### config.mk
export PLATFORM = sky130hd
export DESIGN_NAME = tclk_sequencer
export DESIGN_NICKNAME = d
export VERILOG_FILES = /design/src/rtl/tclk_pkg.sv /design/src/rtl/tclk_osc.sv /design/src/rtl/tclk_key.sv /design/src/rtl/tclk_ring.sv /design/src/rtl/tclk_sequencer.sv
export SDC_FILE = /design/constraint.sdc
export NUM_CORES = 1
export LEC_CHECK = 0
export ABC_AREA = 1
export BUFFER_PORTS_ARGS = -buffer_cell sky130_fd_sc_hd__buf_4
export CAP_MARGIN = 20
export CORE_UTILIZATION = 40
export DETAILED_ROUTE_END_ITERATION = 10
export GPL_TIMING_DRIVEN = 0
export MAX_ROUTING_LAYER = met4
export RECOVER_POWER = 25
export SYNTH_ARGS = -nofsm -noshare
export SYNTH_HDL_FRONTEND = slang
export SYNTH_SLANG_ARGS = --single-unit
### constraint.sdc
create_clock -name clk -period 1.25 [get_ports clk]
set_input_delay 0.25 -clock clk [delete_from_list [all_inputs] [get_ports clk]]
set_output_delay 0.25 -clock clk [all_outputs]
set_load 0.005 [all_outputs]
### src/rtl/tclk_pkg.sv
// Package: shared types and helpers for the machine clock sequencer.
// Assumes: only run/step/stop source selection needs a shared type.
package tclk_pkg;

    // Which source drives phases and advance
    typedef enum logic [1:0] {
        SRC_STOP = 2'd0,
        SRC_RUN  = 2'd1,
        SRC_STEP = 2'd2
    } clk_src_e;

    // Run has priority over single-step; neither means stopped
    function automatic clk_src_e pick_src(input logic run, input logic step);
        if (run)       return SRC_RUN;
        else if (step) return SRC_STEP;
        else           return SRC_STOP;
    endfunction

endpackage

### src/rtl/tclk_osc.sv
// Module: free-running oscillator divider.
// Produces a high half and a low half of HALF_CLKS system clocks each,
// plus an early flag in the last clock of the low half (one clock before
// the high half starts). Assumes HALF_CLKS >= 2. Reset starts the low half.
module tclk_osc #(
    parameter int HALF_CLKS = 7
) (
    input  logic clk,
    input  logic rst_n,
    output logic osc_high_o,
    output logic early_o
);
    localparam int PERIOD = 2 * HALF_CLKS;
    localparam int CW     = $clog2(PERIOD);
    localparam logic [CW-1:0] LAST  = CW'(PERIOD - 1);
    localparam logic [CW-1:0] START = CW'(HALF_CLKS);

    logic [CW-1:0] cnt_q;

    // Position counter within the machine cycle, wraps at PERIOD
    always_ff @(posedge clk) begin
        if (!rst_n)             cnt_q <= START;
        else if (cnt_q == LAST) cnt_q <= '0;
        else                    cnt_q <= cnt_q + 1'b1;
    end

    // Decode high half and the pre-rise clock
    always_comb begin
        osc_high_o = (cnt_q < START);
        early_o    = (cnt_q == LAST);
    end

    // the clock after the early flag is always the first high clock

    early_then_high_chk: assert property (@(posedge clk) disable iff (!rst_n)
        early_o |=> (osc_high_o && cnt_q == '0));

endmodule

### src/rtl/tclk_key.sv
// Module: start-key registration for single-step mode.
// Registers the key once (the key is assumed already debounced and
// synchronous) and flags the clock in which a press first appears.
module tclk_key (
    input  logic clk,
    input  logic rst_n,
    input  logic key_i,
    output logic key_q_o,
    output logic press_o
);
    logic key_q;

    // Hold last sampled key level
    always_ff @(posedge clk) begin
        if (!rst_n) key_q <= 1'b0;
        else        key_q <= key_i;
    end

    // Press is seen before it registers, so the state change meets phase A
    always_comb begin
        key_q_o = key_q;
        press_o = key_i && !key_q;
    end

endmodule

### src/rtl/tclk_ring.sv
// Module: one-hot T-state ring with T0 marker.
// Shifts the single set bit up by one on each advance, wrapping from the
// last state to state 0. Reset parks it in the last state. Assumes the
// advance input already carries all blocking conditions.
module tclk_ring #(
    parameter int N_STATES = 8
) (
    input  logic                clk,
    input  logic                rst_n,
    input  logic                adv_i,
    output logic [N_STATES-1:0] state_o,
    output logic                t0_pulse_o
);
    localparam int LASTI = N_STATES - 1;

    logic [N_STATES-1:0] st_q;
    logic [N_STATES-1:0] st_d;
    logic                t0_q;

    // Next-state per bit: take the lower neighbour on advance
    for (genvar i = 0; i < N_STATES; i++) begin : g_bit
        localparam int PREV = (i == 0) ? LASTI : i - 1;
        always_comb st_d[i] = adv_i ? st_q[PREV] : st_q[i];
    end

    // State register, reset to the last state
    always_ff @(posedge clk) begin
        if (!rst_n) st_q <= N_STATES'(1) << LASTI;
        else        st_q <= st_d;
    end

    // Mark the first clock of state 0 after a wrap
    always_ff @(posedge clk) begin
        if (!rst_n) t0_q <= 1'b0;
        else        t0_q <= adv_i && st_q[LASTI];
    end

    assign state_o    = st_q;
    assign t0_pulse_o = t0_q;


    onehot_state_chk: assert property (@(posedge clk) disable iff (!rst_n)
        $countones(st_q) == 1);


    t0_marks_entry_chk: assert property (@(posedge clk) disable iff (!rst_n)
        t0_q |-> (st_q[0] && $past(st_q[LASTI])));

endmodule

### src/rtl/tclk_sequencer.sv
// Module: two-phase machine clock and T-state sequencer (top).
// Selects the phase and advance source (oscillator, start key or none),
// blocks the wrap out of the last T-state while a hold is active, and
// drives the one-hot ring. Assumes mode and hold inputs are synchronous.
module tclk_sequencer
    import tclk_pkg::*;
#(
    parameter int HALF_CLKS = 7,
    parameter int N_STATES  = 8
) (
    input  logic                clk,
    input  logic                rst_n,
    input  logic                run_i,
    input  logic                step_mode_i,
    input  logic                key_i,
    input  logic                arith_hold_i,
    input  logic                shift_hold_i,
    output logic                phase_a_o,
    output logic                phase_b_o,
    output logic [N_STATES-1:0] t_state_o,
    output logic                advance_o,
    output logic                t0_pulse_o
);
    localparam int LASTI = N_STATES - 1;

    clk_src_e            src;
    logic                osc_high;
    logic                early;
    logic                key_q;
    logic                press;
    logic                adv_raw;
    logic                adv;
    logic                hold;
    logic                phase_a;
    logic [N_STATES-1:0] st;
    logic                t0p;

    tclk_osc #(.HALF_CLKS(HALF_CLKS)) i_osc (
        .clk       (clk),
        .rst_n     (rst_n),
        .osc_high_o(osc_high),
        .early_o   (early)
    );

    tclk_key i_key (
        .clk    (clk),
        .rst_n  (rst_n),
        .key_i  (key_i),
        .key_q_o(key_q),
        .press_o(press)
    );

    // Pick source, then form phase and raw advance from it
    always_comb begin
        src = pick_src(run_i, step_mode_i);
        unique case (src)
            SRC_RUN: begin
                phase_a = osc_high;
                adv_raw = early;
            end
            SRC_STEP: begin
                phase_a = key_q;
                adv_raw = press;
            end
            default: begin
                phase_a = 1'b0;
                adv_raw = 1'b0;
            end
        endcase
    end

    // Block the wrap out of the last state while arithmetic or shift runs
    always_comb begin
        hold = arith_hold_i || shift_hold_i;
        adv  = adv_raw && !(st[LASTI] && hold);
    end

    tclk_ring #(.N_STATES(N_STATES)) i_ring (
        .clk       (clk),
        .rst_n     (rst_n),
        .adv_i     (adv),
        .state_o   (st),
        .t0_pulse_o(t0p)
    );

    assign phase_a_o  = phase_a;
    assign phase_b_o  = !phase_a;
    assign t_state_o  = st;
    assign advance_o  = adv;
    assign t0_pulse_o = t0p;


    state_meets_phase_a_chk: assert property (@(posedge clk) disable iff (!rst_n)
        (run_i && $past(run_i) && st != $past(st)) |-> (phase_a && !$past(phase_a)));


    hold_keeps_last_chk: assert property (@(posedge clk) disable iff (!rst_n)
        (st[LASTI] && (arith_hold_i || shift_hold_i)) |=> st[LASTI]);


    stopped_frozen_chk: assert property (@(posedge clk) disable iff (!rst_n)
        (!run_i && !step_mode_i) |=> $stable(st));

endmodule

# After elaboration in Yosys (flattened, before gate mapping)
# Cells that the tools add are included.
# W data, S select, Z words.
# op_classes
n_bitwise	1
add_sub_neg	1
eq_ne	3
n_reduce_logical	9
n_lt_le_gt_ge	1
muxes	5
# ops
op	count
$add A4 B1 Y4 const B	1
$eq A4 B4 Y1 const B	1
$logic_and A1 B1 Y1	4
$lt A4 B3 Y1 const B	1
$mux W2	2
$pmux W1 S2	2
$logic_not A1 Y1	3
$mux W3	1
$eq A2 B1 Y1 const B	1
$eq A2 B2 Y1 const B	1
$reduce_or A2 Y1	1
$logic_or A1 B1 Y1	1
$not A1 Y1	1
# word_totals
inputBits	7
ff_bits	14
elab_cells	25
out_inout_bits	12

# Logic depth before layout (Yosys ltp)
# Gate-level depths: netlist of the first run.
# logic_depth
ltp_word	6
ltp_mapped	8
mapped_depth_nobuf	7

# Hierarchy
# A second synthesis of the first run with hierarchy kept.
# unflattened
hier_cells	80
hier_area_um2	584.3
# by_module_without_submodules
module	instances	cells_per_inst	seq_area_each_um2	area_per_inst_um2
tclk_ring	1	37	180.2	319.1
tclk_osc	1	27	80.1	177.7
tclk_sequencer	1	11	0.0	50.0
tclk_key	1	5	20.0	37.5

# Worst setup path before layout of the first run
# No wires, ideal clock.
# synth_path
path_kind	register -> output
from	register i_osc.cnt_q[0]
to	output advance_o
slack_ns	0.141
required_time_ns	1.000
stages_incl_launch_ff	7
path_buffers	0
arrival_ns	0.859
path_cell_list	dfxtp_1 > inv_2 > nor2_4 > nand3_2 > nand2_4 > nand2_1 > inv_1
# synth_via
elab_chain_len	3
# synth_lines
item	line	rtl
from (decl)	tclk_osc.sv:18	logic [CW-1:0] cnt_q;
from (signal assigned)	tclk_osc.sv:24	else cnt_q <= cnt_q + 1'b1;
$eq A4 B4 Y1	tclk_osc.sv:30	early_o = (cnt_q == LAST);
$pmux W1 S2	tclk_sequencer.sv:56	unique case (src)
$logic_and A1 B1 Y1	tclk_sequencer.sv:75	adv = adv_raw && !(st[LASTI] && hold);
to (decl)	tclk_sequencer.sv:21	output logic advance_o,
# No other way between the ends.

# Final worst setup path of the first run
# Same ends and word-level chain as after synthesis.

==> flow_metrics.py, run 1 <==
metrics = {
    "critical_path": {
        "crit_buf_inv": 3,
        "crit_path_end": "advance_o",
        "path_delay_family": "flip-flops",
        "reg2reg_from": "i_osc.cnt_q[3]",
        "critPathMaxFanout": 4,
        "cp.depth": 7,
        "arrival_ns": 1.17,
        "startpoint": "i_osc.cnt_q[0]",
        "cp-start-kind": "register",
        "end_kind": "output port",
        "ff2ff_setup_slack_ns": -0.04,
        "crit_top_cell": "nand2_4",
        "reg2reg_to": "i_ring.state_o[5]",
        "crit_chain": "inv_4 -> nor2_4 -> nand3_2 -> nand2_4 -> nand2_4 -> inv_2 -> buf_6",
        "slowest_stage": "dfxtp_4",
        "cpPeakStageDelay_ns": 0.39,
        "cp.required_ns": 1.00,
        "rr_worst_depth": 9,
        "crit_type": "register to output port",
    },
    "outcome": {
        "violations": "negative setup slack",
        "status": "finished, violations left",
    },
    "timing": {
        "maxSlewHeadroom": 0.671,
        "finalHoldViolCount": 0,
        "maxSlewViolCount": 0,
        "finalSetupViolations": 9,
        "skew_ns": 0.00129,
        "fin_crit_ns": 1.42,
        "worst_pin_slew_ns": 0.494,
        "finalSetupTns_ns": -0.510,
        "rsz0062_at_grt": "yes",
        "fin_crit_sh": 1.13,
        "fmax_mhz": 705,
        "setup_slack_ns": -0.168,
        "hold_slack_ns": 0.156,
    },
    "synth": {
        "synthTopCellsByCount": "nand2_1 (18), inv_1 (15), dfxtp_1 (14)",
        "synth_edf_count": 0,
        "synthFlopType": "dfxtp_1",
        "synth_area_um2": 669,
        "ys_async_sr_fraction": 0,
        "yosysMostFrequentCell": "nand2_1",
        "synthesis.nets": 91,
        "syn_inst": 84,
        "yosys.area.top_type": "dfxtp_1",
        "yosys.cell_types.count": 21,
        "ys_ff_latch": 14,
        "yosys_warnings": 0,
        "synth.avg_cell_area_um2": 7.97,
        "yosysSeqAreaShare": 0.419,
        "synth_top_area_share": 0.419,
        "synth_area_leaders": "dfxtp_1 (42%), nand2_1 (10%), inv_1 (8.4%)",
    },
    "grt": {
        "antenna_found_initial": 0,
        "grt_pass1_vias": 588,
        "grt_pass1_wl_um": 2460,
        "grt_overflow": 0,
        "use_met1": 0.239,
        "grt_use_met3": 0.0383,
        "track_usage": 0.183,
        "grt-busiest-layer": "met2",
        "grt_max_degree": 11,
        "use_met2": 0.273,
    },
    "die": {
        "num_rows": 14,
        "fp.dieH_um": 42.9,
        "core_um2": 1540,
        "die_x_um": 42.9,
        "start_util": 0.434,
        "dieArea_um2": 1840,
        "io_pins": 19,
    },
    "detailed_routing": {
        "drt_wl_total_um": 1640,
        "num_vias": 661,
        "drtIter0Drc": 9,
        "drcViolationCount": 0,
        "viasPerCell": 5.05,
        "antenna_left": 0,
        "wl_per_cell_um": 12.5,
        "dr.pass1.iters": 4,
    },
    "clock_network": {
        "htreeDepth": 1,
        "cts_tree": "yes",
        "clock_latency_ns": 0.28,
        "clock_sink_count": 14,
        "hold_buffers": 0,
        "path_clk_slew_ns": 0.10,
        "cts_buffer_depth": 2,
        "cts_root_buffer": "clkbuf_4",
        "cts-buffers-inserted": 3,
    },
    "place": {
        "gp_congestion": 0.839,
        "port_buffers": 18,
        "dp_hpwl_um": 945,
        "placed_cell_area_um2": 825,
        "dp.cells": 118,
    },
    "finish": {
        "area_growth_pct": 58.7,
        "fin_cells": 131,
        "antenna_cells": 0,
        "fin_nets": 123,
        "fin_area_um2": 1060,
        "fillerInstances": 126,
        "drive_gt1_frac": 0.557,
    },
    "pwr": {
        "combPwrFrac": 0.227,
        "switching_share": 0.294,
        "p_int_uw": 772,
        "seqPwrFrac": 0.458,
        "p_switching_uw": 322,
        "leakage_uw": 0.000484,
        "power.density_nw_per_um2": 1030,
        "vdd_drop_max_mv": 0.724,
        "clkPwrFrac": 0.314,
    },
    "job": {
        "cap_violations": 0,
    },
    "min_path": {
        "min-delay-start": "key_i",
        "hold_path_class": "primary input to register",
    },
}
-- worst min-delay path by stage --
stage	end	slack, ns	cells after the start
CTS	i_key.key_q_o	0.15	3
detailed placement	i_osc.cnt_q[0]	0.44	1
floorplan	i_key.key_q_o	0.34	2
finish	i_key.key_q_o	0.16	3
global placement	i_osc.cnt_q[0]	0.43	1
global route	i_key.key_q_o	0.19	3
-- what timing repair did --
item,4_1_cts,5_1_grt
buffers inserted,5,3
hold endpoints to repair,0,0
gates cloned,0,1
endpoints found under the setup margin,3,12
pin swaps,3,8
gates resized for setup,12,18
-- metal layers --
layer | part of all wire | vias up
met5 | 0 | -
met4 | 0.0055 | 0
met3 | 0.020 | 2
met2 | 0.50 | 9
met1 | 0.48 | 321
li1 | - | 329
-- sequential cells by signal, indices dropped and copies added, names as in the netlist --
signal             cells
i_key.key_q_o          1
i_ring.state_o         8
i_ring.t0_pulse_o      1
i_osc.cnt_q            4
-- metrics by stage --
| stage | utilization | total power (uW) | setup slack (ns) |
|---|---|---|---|
| floorplan | - | 611 | 0.141 |
| global placement | 0.535 | 674 | -0.113 |
| detailed placement | 0.535 | 676 | -0.101 |
| CTS | 0.602 | 1030 | -0.197 |
| global route | 0.689 | 1140 | -0.239 |
| finish | 0.689 | 1090 | -0.168 |
-- cells in the final DEF (no fill, tap or decap), drive strengths merged --
cell type and instances:
a21oi 8, nand3 11, buf 27, inv 16
nand4 2, nor2 7, o21ai 2, clkbuf 7
nand2 19, a221oi 1, o22ai 1, dfxtp 14
-- power by group through the flow --
| stage | Combinational (uW) | Sequential (uW) | Clock [uW] |
|---|---|---|---|
| detailed placement | 175 | 502 | 0 |
| CTS | 199 | 493 | 342 |
| finish | 249 | 501 | 344 |
| global route | 269 | 505 | 364 |
| floorplan | 112 | 499 | 0 |
| global placement | 172 | 502 | 0 |
-- layout make-up --
type                            instances  area, um2  share of cell area
Multi-Input combinational cell         51        390               0.367
Sequential cell                        14        290               0.273
Timing Repair Buffer                   27        224               0.211
Inverter                               16       62.6              0.0589
Buffer                                  3       38.8              0.0365
Clock buffer                            4       36.3              0.0342
Tap cell                               16       20.0              0.0188
-- kinds of logic after synthesis --
family,after synthesis,share of synthesized area
buf+inv,19,0.150
compound gates,12,0.131
flops,14,0.419
simple gates,39,0.301
-- tightest hold or removal path, delay by kind of cell --
family	cells	cell delay, ns
AND/OR/NAND/NOR	1	0.04
buffers and inverters	2	0.12
Power figures use the tool's default switching activity.
==> inputs of run 2 (changes only) <==
- BUFFER_PORTS_ARGS: -buffer_cell sky130_fd_sc_hd__buf_4 -> -buffer_cell sky130_fd_sc_hd__buf_2
- CORE_MARGIN: not set -> 5
- PLACE_DENSITY: not set -> 0.65
- SYNTH_HIERARCHICAL: not set -> 1
==> run 2 against run 1 <==
The flow still finishes with violations (negative setup slack). Setup slack worse by 0.0077 ns. Sequential power is 3% lower. Non-clock buffer count is 4 lower. Total power is 21% lower. Critical path type unchanged. Largest power group unchanged.
==> flow_metrics.py, run 2 <==
metrics = {
    "grt": {
        "grt_pass1_vias": 490,
        "antenna_found_initial": 0,
        "use_met1": 0.142,
        "use_met2": 0.206,
        "grt_max_degree": 12,
        "grt_overflow": 0,
        "grt_pass1_wl_um": 1980,
        "track_usage": 0.127,
        "grt_use_met3": 0.0443,
        "grt-busiest-layer": "met2",
    },
    "clock_network": {
        "cts_tree": "yes",
        "clock_latency_ns": 0.26,
        "clock_sink_count": 14,
        "cts_buffer_depth": 2,
        "cts_root_buffer": "clkbuf_4",
        "htreeDepth": 1,
        "cts-buffers-inserted": 3,
        "path_clk_slew_ns": 0.07,
    },
    "timing": {
        "maxSlewViolCount": 0,
        "rsz0062_at_grt": "yes",
        "finalSetupViolations": 5,
        "hold_slack_ns": 0.181,
        "skew_ns": 0.00161,
        "worst_pin_slew_ns": 0.484,
        "maxSlewHeadroom": 0.677,
        "finalHoldViolCount": 0,
        "fin_crit_sh": 1.14,
        "setup_slack_ns": -0.176,
        "fin_crit_ns": 1.43,
        "fmax_mhz": 701,
    },
    "critical_path": {
        "cp-start-kind": "register",
        "end_kind": "output port",
        "arrival_ns": 1.18,
        "cp.required_ns": 1.00,
        "reg2reg_from": "i_osc/cnt_q[0]",
        "rr_worst_depth": 10,
        "crit_type": "register to output port",
        "ff2ff_setup_slack_ns": -0.01,
        "critPathMaxFanout": 3,
        "reg2reg_to": "i_ring/state_o[6]",
    },
    "min_path": {
        "min-delay-start": "key_i",
        "whs_path_depth": 3,
        "hold_path_end": "i_key/key_q_o",
        "hold_path_class": "primary input to register",
    },
    "finish": {
        "fillerInstances": 142,
        "fin_area_um2": 782,
        "antenna_cells": 0,
        "fin_nets": 116,
        "drive_gt1_frac": 0.402,
        "fin_util": 0.586,
        "multi_input_area_um2": 240,
        "largest_reg_flops": 8,
        "regArea_um2": 290,
        "area_growth_pct": 33.8,
        "mostFrequentLayoutCells": "nand3_1 (20), nand2_1 (20), buf_2 (17), dfxtp_1 (10), inv_1 (9)",
    },
    "job": {
        "cap_violations": 0,
    },
    "detailed_routing": {
        "wl_per_cell_um": 10.6,
        "drcViolationCount": 0,
        "viasPerCell": 4.75,
        "dr.pass1.iters": 4,
        "antenna_left": 0,
        "num_vias": 580,
        "drtIter0Drc": 11,
        "drt_wl_total_um": 1290,
    },
    "pwr": {
        "power.density_nw_per_um2": 1110,
        "p_switching_uw": 219,
        "seqPwrFrac": 0.564,
        "combPwrFrac": 0.165,
        "p_int_uw": 646,
        "switching_share": 0.253,
        "vdd_drop_max_mv": 0.704,
        "clkPwrFrac": 0.271,
        "leakage_uw": 0.000457,
        "total_power_uw": 865,
    },
    "synth": {
        "synth_top_area_share": 0.480,
        "yosysSeqAreaShare": 0.480,
        "syn_inst": 80,
        "ys_async_sr_fraction": 0,
        "synthFlopType": "dfxtp_1",
        "yosys.cell_types.count": 12,
        "yosysMostFrequentCell": "nand2_1",
        "yosys_warnings": 6,
        "yosys.area.top_type": "dfxtp_1",
        "synth_area_um2": 584,
        "synth_edf_count": 0,
        "synth_area_leaders": "dfxtp_1 (48%), nand3_1 (17%), nand2_1 (13%)",
        "ys_ff_latch": 14,
        "synth.avg_cell_area_um2": 7.30,
        "synthesis.nets": 87,
        "synthTopCellsByCount": "nand2_1 (21), nand3_1 (20), dfxtp_1 (14)",
    },
    "die": {
        "fp.dieH_um": 48.2,
        "core_um2": 1330,
        "start_util": 0.438,
        "die_x_um": 48.2,
        "num_rows": 13,
        "dieArea_um2": 2330,
        "io_pins": 19,
    },
    "place": {
        "dp_hpwl_um": 899,
        "port_buffers": 18,
        "gp_congestion": 0.663,
        "placed_cell_area_um2": 698,
    },
    "outcome": {
        "violations": "negative setup slack",
        "status": "finished, violations left",
    },
}
## run 2: cell count changes after synthesis, sizes merged
cell / change
a221oi: -1
nand3: +9
nand4: -1
a21oi: -7
nor2: -2
inv: -2
o22ai: -1
o21ai: -1
buf: -1
nand2: +3
## run 2: worst max-delay path, cell delays in order (launching register included)
cell and delay (ns):
dfxtp_4 0.36, nand3_1 0.10, nand2_1 0.08, inv_1 0.05, inv_1 0.04, o21ai_2 0.14
inv_2 0.03, buf_2 0.12
## run 2: area by class of cell
type | count | area share
flip-flops and latches | 14 | 0.371
well taps | 15 | 0.0240
inverters | 14 | 0.0736
repair buffers | 25 | 0.181
multi-input cells | 50 | 0.307
plain buffers | 1 | 0.0144
clock buffers | 3 | 0.0288
## run 2: kinds of logic after synthesis
logic type / synth area share
flops: 0.480
simple gates: 0.368
compound gates: 0.0235
buf+inv: 0.128
## run 2: repair_timing
action / 4_1_cts / 5_1_grt
pin swaps: 4 / 3
hold endpoints to repair: 0 / 0
hold buffers: 0 / 0
gates resized for setup: 7 / 4
setup buffers: 5 / 3
endpoints found under the setup margin: 11 / 12
## run 2: layer usage
layer / part of all wire / vias up
met1: 0.43 / 245
met5: 0 / -
met2: 0.46 / 23
met4: 0.010 / 0
met3: 0.10 / 2
li1: - / 310
## run 2: worst max path at each step
stage / start / endpoint
after floorplan: i_osc/cnt_q[0] / i_ring/state_o[7]
after global placement: i_osc/cnt_q[0] / i_ring/state_o[7]
after detailed placement: i_osc/cnt_q[0] / i_ring/state_o[5]
after CTS: i_osc/cnt_q[0] / advance_o
after global routing: i_osc/cnt_q[0] / phase_b_o
final: i_osc/cnt_q[0] / phase_b_o
## run 2: power by group through the flow
| stage | clock [uW] | sequential [uW] | combinational (uW) |
|---|---|---|---|
| floorplan | 0 | 491 | 77.3 |
| global placement | 0 | 494 | 111 |
| detailed placement | 0 | 494 | 114 |
| CTS | 251 | 484 | 133 |
| global route | 269 | 490 | 165 |
| finish | 234 | 487 | 143 |
## run 2: metrics by stage
| stage | TNS [ns] | cells | worst slack (ns) |
|---|---|---|---|
| global placement | -0.440 | 113 | -0.0623 |
| CTS | -0.785 | 120 | -0.216 |
| detailed placement | -0.432 | 113 | -0.0713 |
| global route | -1.73 | 122 | -0.286 |
| finish | -0.505 | 122 | -0.176 |
| floorplan | 0 | 80 | 0.0202 |
